==> src/rtl/txs_pkg.sv <==
package txs_pkg;

  localparam int STAT_W      = 16;
  localparam int CCNT_FLD_W  = 4;
  localparam int BIT_DEFERD  = 0;
  localparam int BIT_EXC_DEF = 2;
  localparam int CCNT_LSB    = 3;
  localparam int BIT_EXC_COL = 8;

  // Packs the per-attempt results into the status word; the collision
  // field is forced to zero when the attempt ended on collisions.
  function automatic logic [STAT_W-1:0] txs_pack(
    input logic                  exc_coll,
    input logic [CCNT_FLD_W-1:0] ccnt,
    input logic                  exc_def,
    input logic                  deferred
  );
    logic [STAT_W-1:0] w;
    w = '0;
    w[BIT_EXC_COL] = exc_coll;
    w[CCNT_LSB +: CCNT_FLD_W] = exc_coll ? '0 : ccnt;
    w[BIT_EXC_DEF] = exc_def;
    w[BIT_DEFERD]  = deferred;
    return w;
  endfunction

endpackage

==> src/rtl/txs_coll_ctr.sv <==
module txs_coll_ctr #(
  parameter int LIMIT = 16,
  parameter int W     = $clog2(LIMIT)
) (
  input  logic         clk,
  input  logic         rst_n,
  input  logic         clr_i,
  input  logic         hit_i,
  output logic [W-1:0] cnt_nxt_o,
  output logic         exc_nxt_o,
  output logic         limit_o
);

  logic [W-1:0] cnt_q;
  logic         exc_q;

  assign limit_o = hit_i && !clr_i && (cnt_q == W'(LIMIT - 1));

  always_comb begin
    if (clr_i) begin
      cnt_nxt_o = '0;
      exc_nxt_o = 1'b0;
    end else begin
      cnt_nxt_o = (hit_i && !limit_o) ? cnt_q + W'(1) : cnt_q;
      exc_nxt_o = exc_q | limit_o;
    end
  end

  always_ff @(posedge clk or negedge rst_n) begin
    if (!rst_n) begin
      cnt_q <= '0;
      exc_q <= 1'b0;
    end else begin
      cnt_q <= cnt_nxt_o;
      exc_q <= exc_nxt_o;
    end
  end

endmodule

==> src/rtl/txs_defer_tmr.sv <==
module txs_defer_tmr #(
  parameter int LIMIT = 24288,
  parameter int W     = $clog2(LIMIT + 2)
) (
  input  logic clk,
  input  logic rst_n,
  input  logic clr_i,
  input  logic defer_i,
  input  logic tick_i,
  input  logic chk_en_i,
  output logic deferred_nxt_o,
  output logic exc_nxt_o,
  output logic over_o
);

  logic [W-1:0] tmr_q;
  logic [W-1:0] tmr_nxt;
  logic         deferred_q;
  logic         exc_q;
  logic         run;

  assign run    = defer_i && tick_i && !clr_i;
  assign over_o = run && chk_en_i && (tmr_q >= W'(LIMIT));

  always_comb begin
    if (clr_i) begin
      tmr_nxt        = '0;
      deferred_nxt_o = 1'b0;
      exc_nxt_o      = 1'b0;
    end else begin
      tmr_nxt        = (run && (tmr_q <= W'(LIMIT))) ? tmr_q + W'(1) : tmr_q;
      deferred_nxt_o = deferred_q | defer_i;
      exc_nxt_o      = exc_q | over_o;
    end
  end

  always_ff @(posedge clk or negedge rst_n) begin
    if (!rst_n) begin
      tmr_q      <= '0;
      deferred_q <= 1'b0;
      exc_q      <= 1'b0;
    end else begin
      tmr_q      <= tmr_nxt;
      deferred_q <= deferred_nxt_o;
      exc_q      <= exc_nxt_o;
    end
  end

endmodule

==> src/rtl/tx_attempt_status.sv <==
module tx_attempt_status #(
  parameter int COLL_LIMIT  = 16,
  parameter int DEFER_LIMIT = 24288
) (
  input  logic                      clk,
  input  logic                      rst_n,
  input  logic                      sop_i,
  input  logic                      coll_i,
  input  logic                      defer_i,
  input  logic                      bit_tick_i,
  input  logic                      defer_chk_en_i,
  input  logic                      done_i,
  output logic [txs_pkg::STAT_W-1:0] stat_o,
  output logic                      stat_vld_o,
  output logic                      abort_o
);
  import txs_pkg::*;

  localparam int CCNT_W = $clog2(COLL_LIMIT);
  localparam int TMR_W  = $clog2(DEFER_LIMIT + 2);

  logic              open_q;
  logic              accept;
  logic              coll_acc;
  logic              defer_acc;
  logic [CCNT_W-1:0] ccnt_nxt;
  logic              exc_coll_nxt;
  logic              exc_def_nxt;
  logic              deferred_nxt;
  logic              coll_limit_hit;
  logic              defer_limit_hit;
  logic              abort_evt;
  logic              end_evt;

  assign accept    = open_q && !sop_i;
  assign coll_acc  = coll_i && accept;
  assign defer_acc = defer_i && accept;

  txs_coll_ctr #(.LIMIT(COLL_LIMIT), .W(CCNT_W)) u_coll (
    .clk       (clk),
    .rst_n     (rst_n),
    .clr_i     (sop_i),
    .hit_i     (coll_acc),
    .cnt_nxt_o (ccnt_nxt),
    .exc_nxt_o (exc_coll_nxt),
    .limit_o   (coll_limit_hit)
  );

  txs_defer_tmr #(.LIMIT(DEFER_LIMIT), .W(TMR_W)) u_defer (
    .clk            (clk),
    .rst_n          (rst_n),
    .clr_i          (sop_i),
    .defer_i        (defer_acc),
    .tick_i         (bit_tick_i),
    .chk_en_i       (defer_chk_en_i),
    .deferred_nxt_o (deferred_nxt),
    .exc_nxt_o      (exc_def_nxt),
    .over_o         (defer_limit_hit)
  );

  assign abort_evt = coll_limit_hit || defer_limit_hit;
  assign end_evt   = accept && (done_i || abort_evt);

  always_ff @(posedge clk or negedge rst_n) begin
    if (!rst_n) begin
      open_q     <= 1'b1;
      stat_o     <= '0;
      stat_vld_o <= 1'b0;
      abort_o    <= 1'b0;
    end else begin
      stat_vld_o <= end_evt;
      abort_o    <= abort_evt;
      if (end_evt)
        stat_o <= txs_pack(exc_coll_nxt, CCNT_FLD_W'(ccnt_nxt), exc_def_nxt, deferred_nxt);
      if (sop_i)
        open_q <= 1'b1;
      else if (end_evt)
        open_q <= 1'b0;
    end
  end

endmodule

==> config.mk <==
export PLATFORM = sky130hd
export DESIGN_NAME = tx_attempt_status
export DESIGN_NICKNAME = d
export VERILOG_FILES = /design/src/rtl/txs_pkg.sv /design/src/rtl/txs_coll_ctr.sv /design/src/rtl/txs_defer_tmr.sv /design/src/rtl/tx_attempt_status.sv
export SDC_FILE = /design/constraint.sdc
export NUM_CORES = 1
export LEC_CHECK = 0
export BUFFER_PORTS_ARGS = -buffer_cell sky130_fd_sc_hd__buf_2
export CELL_PAD_IN_SITES_DETAIL_PLACEMENT = 1
export CELL_PAD_IN_SITES_GLOBAL_PLACEMENT = 2
export CORE_MARGIN = 2
export CORE_UTILIZATION = 39
export CTS_CLUSTER_DIAMETER = 150
export DETAILED_ROUTE_END_ITERATION = 10
export GPL_TIMING_DRIVEN = 0
export PLACE_DENSITY_LB_ADDON = 0.1
export REMOVE_ABC_BUFFERS = 1
export SYNTH_ARGS = -nofsm -noshare
export SYNTH_HDL_FRONTEND = slang
export SYNTH_HIERARCHICAL = 1
export SYNTH_SLANG_ARGS = --single-unit
==> constraint.sdc <==
create_clock -name clk -period 5.27 [get_ports clk]
set_input_delay 0.7905 -clock clk [delete_from_list [all_inputs] [get_ports clk]]
set_output_delay 0.7905 -clock clk [all_outputs]
set_load 0.005 [all_outputs]
; ---- Word level (Yosys, flattened, before mapping)
; Cells that the tools add are included.
[totals]
regBits = 32
latchBits = 0
mem_bits_rw = 0
romBits = 0
inputBits = 8
output_inout_bits = 18
elab_cells = 45
mem_count = 0
[classes]
add_sub_neg = 2
n_mul = 0
div = 0
order_cmp = 2
eq_ne = 1
n_shift = 0
muxes = 10
bitwise_logic = 3
n_reduce_logical = 18
[ops]
columns = cell, count
row1 = $mux W15, 2
row2 = $add A15 B1 Y15 const B, 1
row3 = $ge A15 B15 Y1 const B, 1
row4 = $le A15 B15 Y1 const B, 1
row5 = $logic_and A1 B1 Y1, 12
row6 = $mux W4, 3
row7 = $mux W1, 5
row8 = $add A4 B1 Y4 const B, 1
row9 = $eq A4 B4 Y1 const B, 1
row10 = $reduce_bool A2 Y1, 2
row11 = $or A1 B1 Y1, 3
row12 = $logic_not A1 Y1, 2
row13 = $logic_or A1 B1 Y1, 2

; ---- Logic depth before layout (Yosys ltp)
; Gate-level depths: netlist of run 1.
[logic_depth]
ltp_word = 12
mapped_depth = 8
depth_no_buf = 7

; ---- Modules after synthesis
; The synthesis of run 1 kept the hierarchy.
[modules_own_cells]
columns = module, instances, cells_each, area_each_um2, seq_area_each_um2
row1 = txs_defer_tmr, 1, 105, 994.7, 425.4
row2 = tx_attempt_status, 1, 37, 488.0, 251.5
row3 = txs_coll_ctr, 1, 25, 275.3, 125.1

; ---- Worst setup path after synthesis of run 1
; OpenSTA, ideal clock, no wires.
[synth_timing]
path_kind = input to register
from = input port sop_i
to = register stat_o[0] in the netlist's numbering
setup_ns = 0.125
t_arrival_ns = 2.510
required_ns = 5.145
slack_ns = 2.635
stages = 7
n_path_buf = 0
path_cell_list = and3b_1 -> nand2_1 -> or2_2 -> nor3b_1 -> nor3_2 -> nor3b_4 -> mux2_2
[synth_via]
elab_chain_cells = 10
word_cells_on_any_way = 15
classes_between = 1 x mux / 1 x bitwise / 13 x reduce/logical
[synth_rtl]
columns = element, line
row1 = "start, declared", tx_attempt_status.sv:7  ; input logic sop_i,
row2 = $logic_not A1 Y1 (*), "txs_defer_tmr.sv:22, tx_attempt_status.sv:35"
row3 = $logic_and A1 B1 Y1, tx_attempt_status.sv:35  ; assign accept = open_q && !sop_i;
row4 = $logic_and A1 B1 Y1, tx_attempt_status.sv:37  ; assign defer_acc = defer_i && accept;
row5 = $logic_and A1 B1 Y1, txs_defer_tmr.sv:22  ; assign run = defer_i && tick_i && !clr_i;
row6 = $logic_and A1 B1 Y1 (*), txs_defer_tmr.sv:22
row7 = $logic_and A1 B1 Y1 (*) (2 in series), txs_defer_tmr.sv:23  ; assign over_o = run && chk_en_i && (tmr_q >= W'(LIMIT));
row8 = via defer_limit_hit, tx_attempt_status.sv:31  ; logic defer_limit_hit;
row9 = $logic_or A1 B1 Y1 (*), tx_attempt_status.sv:61  ; assign abort_evt = coll_limit_hit || defer_limit_hit;
row10 = $logic_or A1 B1 Y1 (*), tx_attempt_status.sv:62  ; assign end_evt = accept && (done_i || abort_evt);
row11 = $logic_and A1 B1 Y1 (*), tx_attempt_status.sv:62
row12 = via end_evt, tx_attempt_status.sv:33  ; logic end_evt;
row13 = "end signal, assigned", tx_attempt_status.sv:74  ; stat_o <= txs_pack(exc_coll_nxt, CCNT_FLD_W'(ccnt_nxt), exc_def_nxt, deferred_nxt);
row14 = "end, declared", tx_attempt_status.sv:13  ; output logic [txs_pkg::STAT_W-1:0] stat_o,
; Mark *: on every way through the listed nets, which the timed path passes. The rest lies on a longest branch.
; A chain may end at the register's enable or synchronous reset.

; ---- Worst setup path after layout of run 1
[layout_timing]
from = input port sop_i
to = register stat_o[0] in the netlist's numbering
[layout_via]
elab_chain_cells = 10
word_cells_on_any_way = 15
classes_between = 1 x mux / 1 x bitwise / 13 x reduce/logical
[layout_rtl]
columns = element, line
row1 = $logic_not A1 Y1, tx_attempt_status.sv:35
row2 = $logic_and A1 B1 Y1, tx_attempt_status.sv:35
row3 = $logic_and A1 B1 Y1, tx_attempt_status.sv:37
row4 = via defer_acc, tx_attempt_status.sv:25  ; logic defer_acc;
row5 = $logic_and A1 B1 Y1 (2 in series), txs_defer_tmr.sv:22
row6 = $logic_and A1 B1 Y1 (2 in series), txs_defer_tmr.sv:23
row7 = via defer_limit_hit, tx_attempt_status.sv:31
row8 = $logic_or A1 B1 Y1, tx_attempt_status.sv:61
row9 = $logic_or A1 B1 Y1, tx_attempt_status.sv:62
row10 = $logic_and A1 B1 Y1, tx_attempt_status.sv:62
row11 = via end_evt, tx_attempt_status.sv:33
; The timed path passes the listed nets, and every way through them passes these cells.

==> out/results.md, run 1 <==
| Metric | Value |
|---|---|
| Detailed-routing iteration count for the pre-antenna-repair pass | 4 |
| Share of cells above drive strength 1 | 27.27% |
| Latest clock arrival within the worst-skew pair | 0.28 ns |
| Layout-stage area growth over the synthesis result | 10.04% |
| Routed Antenna Nets | 0 |
| Vias post-DR | 1292 |
| 1st-iter DRT viols | 18 |
| Peak fanout along the critical path | 32 |
| Placed Instance Area | 0.001847 sq mm |
| Maximum number of pins on one net before global-route repair | 33 |
| Buffers plus inverters on the worst setup path | 1 |
| Num CTS Buffers | 5 |
| CTS hold repair buffers | 0 |
| DP HPWL | 2.617 mm |
| Hold Path Stages | 1 |
| Routed len/inst | 15.25 um |
| Core footprint | 0.004354 sq mm |
| Largest area contributor in the synthesized netlist | sky130_fd_sc_hd__dfrtp_1 |
| Final worst-path cycle share | 56.82% |
| Sort of element at the end of the critical path | flip-flop |
| Final Critical Period | 2.995 ns |
| Clock H-tree levels | 2 |
| Number of cells upsized or downsized after cts | 0 |
| Remaining Overflow, GRT | 0 |
| Hold_ws | 0.5039 ns |
| Hold violation total from the final report | 0 |
| Top library cells by usage in the layout, fill and taps aside | sky130_fd_sc_hd__dfrtp_1, sky130_fd_sc_hd__buf_2, sky130_fd_sc_hd__nor2_1 |
| Clock transition at the register clock pins on the worst setup and hold paths after CTS | 0.07 ns |
| Asr flop ratio synth | 100.0% |
| Post-synthesis cell type count | 46 |
| Worst setup SP type | input port |
| Sequence of cells on the critical path | buf_2 -> and3b_1 -> nand2_1 -> or2_2 -> nor3b_1 -> nor3_2 -> nor3b_4 -> mux2_2 |
| TritonCTS clock tree | built |
| Global router's overall resource usage | 16.33% |
| Post-CTS setup-driven buffer insertion count | 0 |
| Final standard cell count with taps included and fillers excluded | 239 |
| Initial Utilization | 40.37% |
| Max Transition Viols Final | 0 |
| Total power density per cell area | 245.2 mW/mm^2 |
| Overall Power | 474.2 uW |
| Detail-routed via count per cell | 5.406 |
| Avg Cell Area, Syn | 10.53 sq um |
| Filler cell count | 509 |
| Max cap viols | 0 |
| Type of the worst min-delay path | flip-flop to flip-flop |
| Arrival time of the worst setup path | 3.16 ns |
| WHS Endpoint | stat_o[2] |
| Number of synthesized register bits | 32 |
| Initial antenna violation count | 0 |
| Area of combinational cells with multiple inputs | 869.6 sq um |
| Wire length of the first global-routing pass | 6.437 mm |
| Setup repair after global routing missed its margin | false |
| Via count of the first global-routing pass | 1408 |
| Die boundary width | 71.14 um |
| Hold Startpoint | stat_o[2] |
| Run status | complete, no violations |
| Number of synthesis warnings | 6 |
| Gate count after technology mapping | 167 |
| Maximum count of clock buffers along a single path | 2 |
| Synth Cell Area | 0.001758 sq mm |
| Final weighted congestion in routability-driven placement | 0.9038 |
| Crit Reg-Reg Endpoint | stat_o[0] |
| Reg-to-reg startpoint | open_q |
| Detailed Route WL | 3.644 mm |
| Storage cell area | 802.0 sq um |
| Worst-case clock skew | 0.007406 ns |
| Leakage power figure | 0.8653 nW |
| Highest attainable clock frequency | 333.9 MHz |
| Number of setup violations in the final report | 0 |
| Most common flop cell mapped by yosys | sky130_fd_sc_hd__dfrtp_1 |
| Worst path top cell family by delay | simple AND/OR/NAND/NOR gates |
| Total number of nets in the final design | 197 |
| Number of DRC violations after detailed routing | 0 |
| Sum of negative setup slack | 0 ns |
| Top post-synthesis cells by area | sky130_fd_sc_hd__dfrtp_1, sky130_fd_sc_hd__mux2_2, sky130_fd_sc_hd__buf_4 |
| Crit path kind | input port to flip-flop |
| Area share of the largest cell type after synthesis | 44.13% |
| Number of inserted diodes | 0 |
| Count of boundary I/O pins | 26 |
| Area of the die | 0.005061 sq mm |
| Actual slew at the worst max-slew pin | 0.7416 ns |
| Number of instances in the placed design | 231 |
| Sequential area share after synthesis | 45.62% |
| Cell with the largest stage delay on the worst path | sky130_fd_sc_hd__and3b_1 |
| Max VDD drop | 0.0001563 V |
| Worst slew margin relative to its limit | 50.56% |
| Num Clock Sinks | 32 |
| Row cnt | 24 |
| R2R setup slack | 2.67 ns |
| Critical Path Max Stage Delay | 0.40 ns |
| Data required, critical path | 5.44 ns |
| Cell at the root of the clock tree | sky130_fd_sc_hd__clkbuf_8 |
| Die height | 71.14 um |
| Post-route cell area | 0.001934 sq mm |
| # port buffers | 16 |
| Most common cell after layout, fill and taps aside | sky130_fd_sc_hd__dfrtp_1 |
| Worst r2r path cells | 7 |
| Count of flip-flops with a built-in enable after synthesis | 0 |
[report_power, final]
group	internal, mW	switching (mW)	total, mW
Combinational	0.0132	0.0208	0.0341
Sequential	0.251	0.00274	0.253
Clock	0.0919	0.0948	0.187
[kinds of logic (layout without fill, tap and decap cells)]
group	Yosys count	after routing	synth area share [%]
simple gates	70	70	24.91
other cells	1	9	0.2133
flops	32	32	45.62
xor+xnor	5	5	2.492
mux	11	11	7.189
compound gates	25	25	10.82
fa+ha+maj	3	3	2.135
buf+inv	20	32	6.619
[registers in the layout, indices dropped and copies added (netlist names)]
signal,cells
u_defer/tmr_q,15
stat_o,7
u_coll/cnt_q,4
abort_o,1
open_q,1
stat_vld_o,1
u_coll/exc_q,1
u_defer/deferred_q,1
u_defer/exc_q,1
[layout make-up]
class,count,area share (%)
clock buffer,5,3.558
timing repair buffer,16,4.140
sequential,32,41.46
inverter,8,1.552
multi-input combinational,123,44.95
tap,52,3.364
clock inverter,3,0.9702
[through the flow]
step           util (%)  setup WS [ns]
5_1_grt           44.43          2.071
4_1_cts           44.43          2.220
6_report          44.43          2.275
3_5_place_dp      42.41          1.921
2_1_floorplan         -          2.635
3_3_place_gp      42.41          1.952
[cells in the mapped netlist, types with 3 or more instances]
cell type and count:
sky130_fd_sc_hd__mux2_2 9, sky130_fd_sc_hd__nand2_1 8, sky130_fd_sc_hd__nor2_1 15, sky130_fd_sc_hd__nand4_1 5, sky130_fd_sc_hd__buf_4 9, sky130_fd_sc_hd__and4_1 3, sky130_fd_sc_hd__nand3_1 5, sky130_fd_sc_hd__inv_1 8
sky130_fd_sc_hd__xor2_1 3, sky130_fd_sc_hd__a21oi_1 10, sky130_fd_sc_hd__or4_1 4, sky130_fd_sc_hd__ha_1 3, sky130_fd_sc_hd__nor2b_1 6, sky130_fd_sc_hd__nor3_1 3, sky130_fd_sc_hd__o31ai_1 4, sky130_fd_sc_hd__o21ai_0 3
sky130_fd_sc_hd__dfrtp_1 31
[layer usage]
metal / track usage (%) / vias to the layer above / wire length [um]
li1: - / 621 / -
met1: 18.01 / 641 / 1550
met2: 29.73 / 25 / 1922
met3: 4.416 / 5 / 132
met4: 6.080 / 0 / 39
met5: 0 / - / 0
[worst max-delay path by stage]
stage / slack, ns / end / start / depth (start not counted)
after floorplan: 2.63 / stat_o[0] / sop_i / 7
after global placement: 1.95 / stat_o[2] / sop_i / 8
after detailed placement: 1.92 / stat_o[8] / sop_i / 8
after CTS: 2.22 / stat_o[0] / sop_i / 8
after global routing: 2.07 / stat_o[2] / sop_i / 8
final: 2.28 / stat_o[0] / sop_i / 8
Note: power is estimated with default switching activity, not from simulation.
==> run 2, diff against run 1 <==
--- a/config.mk
+++ b/config.mk
@@ -9,7 +9,7 @@
 export CELL_PAD_IN_SITES_DETAIL_PLACEMENT = 1
 export CELL_PAD_IN_SITES_GLOBAL_PLACEMENT = 2
 export CORE_MARGIN = 2
-export CORE_UTILIZATION = 39
+export CORE_UTILIZATION = 36
 export CTS_CLUSTER_DIAMETER = 150
 export DETAILED_ROUTE_END_ITERATION = 10
 export GPL_TIMING_DRIVEN = 0
==> constraint.sdc (replaced) <==
create_clock -name clk -period 2.8 [get_ports clk]
set_input_delay 0.42 -clock clk [delete_from_list [all_inputs] [get_ports clk]]
set_output_delay 0.42 -clock clk [all_outputs]
set_load 0.005 [all_outputs]
==> run 2 against run 1 <==
Sequential power grew 89%. Critical path depth grew 1. Via count grew 0.77%. Highest routed layer unchanged.
==> out/results.md, run 2 (synthesized netlist as in run 1, its figures left out) <==
| Metric | Value | Delta |
|---|---|---|
| Core footprint | 0.004723 sq mm | +8.5% |
| Final weighted congestion in routability-driven placement | 0.8681 | -3.9% |
| Post-CTS setup-driven buffer insertion count | 0 | unchanged |
| Max cap viols | 0 | unchanged |
| Run status | complete, no violations |  |
| Overall Power | 934.3 uW | +97% |
| Num CTS Buffers | 5 | unchanged |
| Area of the die | 0.005458 sq mm | +7.9% |
| Registers with the most flip-flops | u_defer/tmr_q x15, stat_o x7, u_coll/cnt_q x4 |  |
| Via count of the first global-routing pass | 1428 | +1.4% |
| Leakage power figure | 0.8794 nW | +1.6% |
| Number of inserted diodes | 0 | unchanged |
| Worst r2r path cells | 8 | +1 |
| Worst setup SP type | input port |  |
| Met2 usage in global routing | 28.47% | -1.3 points |
| Clock transition at the register clock pins on the worst setup and hold paths after CTS | 0.07 ns | about the same |
| Routed len/inst | 14.86 um | -2.6% |
| Worst slew margin relative to its limit | 51.38% | +0.82 points |
| Max VDD drop | 0.0002146 V | +37% |
| Final Util | 41.93% | -2.5 points |
| M3 GR Usage | 3.018% | -1.4 points |
| Vias post-DR | 1302 | +0.77% |
| Detailed-routing iteration count for the pre-antenna-repair pass | 2 | -2 |
| Top library cells by usage in the layout, fill and taps aside | sky130_fd_sc_hd__dfrtp_1, sky130_fd_sc_hd__buf_2, sky130_fd_sc_hd__nor2_1 |  |
| Maximum count of clock buffers along a single path | 2 | unchanged |
| Final worst-path cycle share | 94.01% |  |
| Sort of element at the end of the critical path | flip-flop |  |
| Arrival time of the worst setup path | 2.80 ns | -0.36 ns |
| Number of setup violations in the final report | 0 | unchanged |
| Final standard cell count with taps included and fillers excluded | 256 | +7.1% |
| Peak fanout along the critical path | 32 | unchanged |
| Count of boundary I/O pins | 26 | unchanged |
| Pre-CTS WS | -0.2529 ns | -2.174 ns |
| Setup repair after global routing missed its margin | false |  |
| Flip-flop count of the largest register after layout | 15 | unchanged |
| Row cnt | 25 | +4.2% |
| Num Clock Sinks | 32 | unchanged |
| Top Usage Layer GRT | met2 |  |
| Detailed Route WL | 3.803 mm | +4.4% |
| Clock H-tree levels | 2 | unchanged |
| # port buffers | 16 | unchanged |
| Routed Antenna Nets | 0 | unchanged |
| Layout-stage area growth over the synthesis result | 12.67% |  |
| Fin worst setup slack | 0.1678 ns | -2.108 ns |
| Number of instances in the placed design | 246 | +6.5% |
| Max Transition Viols Final | 0 | unchanged |
| Worst-case clock skew | 0.008711 ns | +0.001305 ns |
| Cell at the root of the clock tree | sky130_fd_sc_hd__clkbuf_8 |  |
| Crit Reg-Reg Endpoint | stat_o[3] |  |
| 1st-iter DRT viols | 61 | +43 |
| Met1 GRT Util | 17.95% | -0.060 points |
| Final Critical Period | 2.632 ns |  |
| Number of cells upsized or downsized after cts | 0 | unchanged |
| TritonCTS clock tree | built |  |
| Remaining Overflow, GRT | 0 | unchanged |
| Placed Instance Area | 0.001866 sq mm | +1.0% |
| Data required, critical path | 2.97 ns | -2.47 ns |
| CTS hold repair buffers | 0 | unchanged |
| Hold violation total from the final report | 0 | unchanged |
| Most common cell after layout, fill and taps aside | sky130_fd_sc_hd__dfrtp_1 |  |
| Total power density per cell area | 471.7 mW/mm^2 | +92% |
| Global router's overall resource usage | 15.85% | -0.48 points |
| Wire length of the first global-routing pass | 6.596 mm | +2.5% |
| Share of cells above drive strength 1 | 27.51% | +0.24 points |
| Actual slew at the worst max-slew pin | 0.7293 ns | -0.01233 ns |
| Register with the most flip-flops | u_defer/tmr_q |  |
| Die height | 73.88 um | +3.9% |
| Die boundary width | 73.88 um | +3.9% |
| Highest attainable clock frequency | 379.9 MHz |  |
| Detail-routed via count per cell | 5.086 | -5.9% |
| Type of the worst min-delay path | input port to async pin |  |
| DP HPWL | 2.696 mm | +3.0% |
| Latest clock arrival within the worst-skew pair | 0.28 ns | about the same |
| Number of DRC violations after detailed routing | 0 | unchanged |
| Total number of nets in the final design | 199 | +1.0% |
| Maximum number of pins on one net before global-route repair | 33 | unchanged |
| Reg-to-reg startpoint | open_q |  |
| Post-route cell area | 0.001981 sq mm | +2.4% |
| Initial antenna violation count | 0 | unchanged |
| Initial Utilization | 37.22% | -3.2 points |
| R2R setup slack | 0.21 ns | -2.46 ns |
| Crit path kind | input port to flip-flop |  |
-- run 2: cell count changes in the layout (fill, tap and decap cells not counted) --
| cell | previous run | this run |
|---|---|---|
| sky130_fd_sc_hd__clkbuf_8 | 5 | 7 |
| sky130_fd_sc_hd__clkinv_2 | 2 | 0 |
| sky130_fd_sc_hd__clkbuf_1 | 0 | 1 |
| sky130_fd_sc_hd__clkinv_4 | 1 | 0 |
| sky130_fd_sc_hd__buf_4 | 0 | 2 |
-- run 2: per-layer routing --
layer | wire, um | vias to the layer above
met1 | 1668 | 655
li1 | - | 622
met3 | 104 | 6
met5 | 0 | -
met2 | 1962 | 19
met4 | 68 | 0
-- run 2: how the worst max path moves through the flow --
| stage | from | to | slack (ns) | cells past startpoint |
|---|---|---|---|---|
| floorplan | open_q | stat_o[0] | 0.48 | 7 |
| detailed placement | sop_i | stat_o[3] | -0.25 | 8 |
| global placement | sop_i | stat_o[2] | -0.18 | 8 |
| CTS | sop_i | stat_o[3] | 0.04 | 8 |
| global route | sop_i | stat_o[8] | 0.002 | 9 |
| finish | sop_i | stat_o[3] | 0.17 | 9 |
-- run 2: per-stage QoR --
stage	hold WS [ns]	setup TNS [ns]
detailed placement	0.4991	-1.685
global route	0.2392	0
CTS	0.2274	0
floorplan	0.1244	0
finish	0.1938	0
global placement	0.4865	-1.222
-- run 2: final cells by class --
cell class              count  area, sq um
multi-input cells         123        869.6
fillers                   555         2743
repair buffers             18        95.09
well taps                  67        83.83
flip-flops and latches     32        802.0
clock buffers               8        100.1
inverters                   8        30.03
-- run 2: where the power goes --
part | internal (mW) | switching (mW) | leakage [nW]
sequential | 0.472 | 0.00549 | 0.440
combinational | 0.0266 | 0.0401 | 0.387
clock | 0.224 | 0.166 | 0.0515
total | 0.723 | 0.211 | 0.879
-- run 2: worst max-delay path: stages --
cell	delay, ns
sky130_fd_sc_hd__buf_2	0.29
sky130_fd_sc_hd__and3b_1	0.40
sky130_fd_sc_hd__nand2_1	0.16
sky130_fd_sc_hd__or2_2	0.34
sky130_fd_sc_hd__nor3b_1	0.32
sky130_fd_sc_hd__nor3_2	0.12
sky130_fd_sc_hd__nor3b_4	0.21
sky130_fd_sc_hd__buf_4	0.17
sky130_fd_sc_hd__mux2_2	0.34
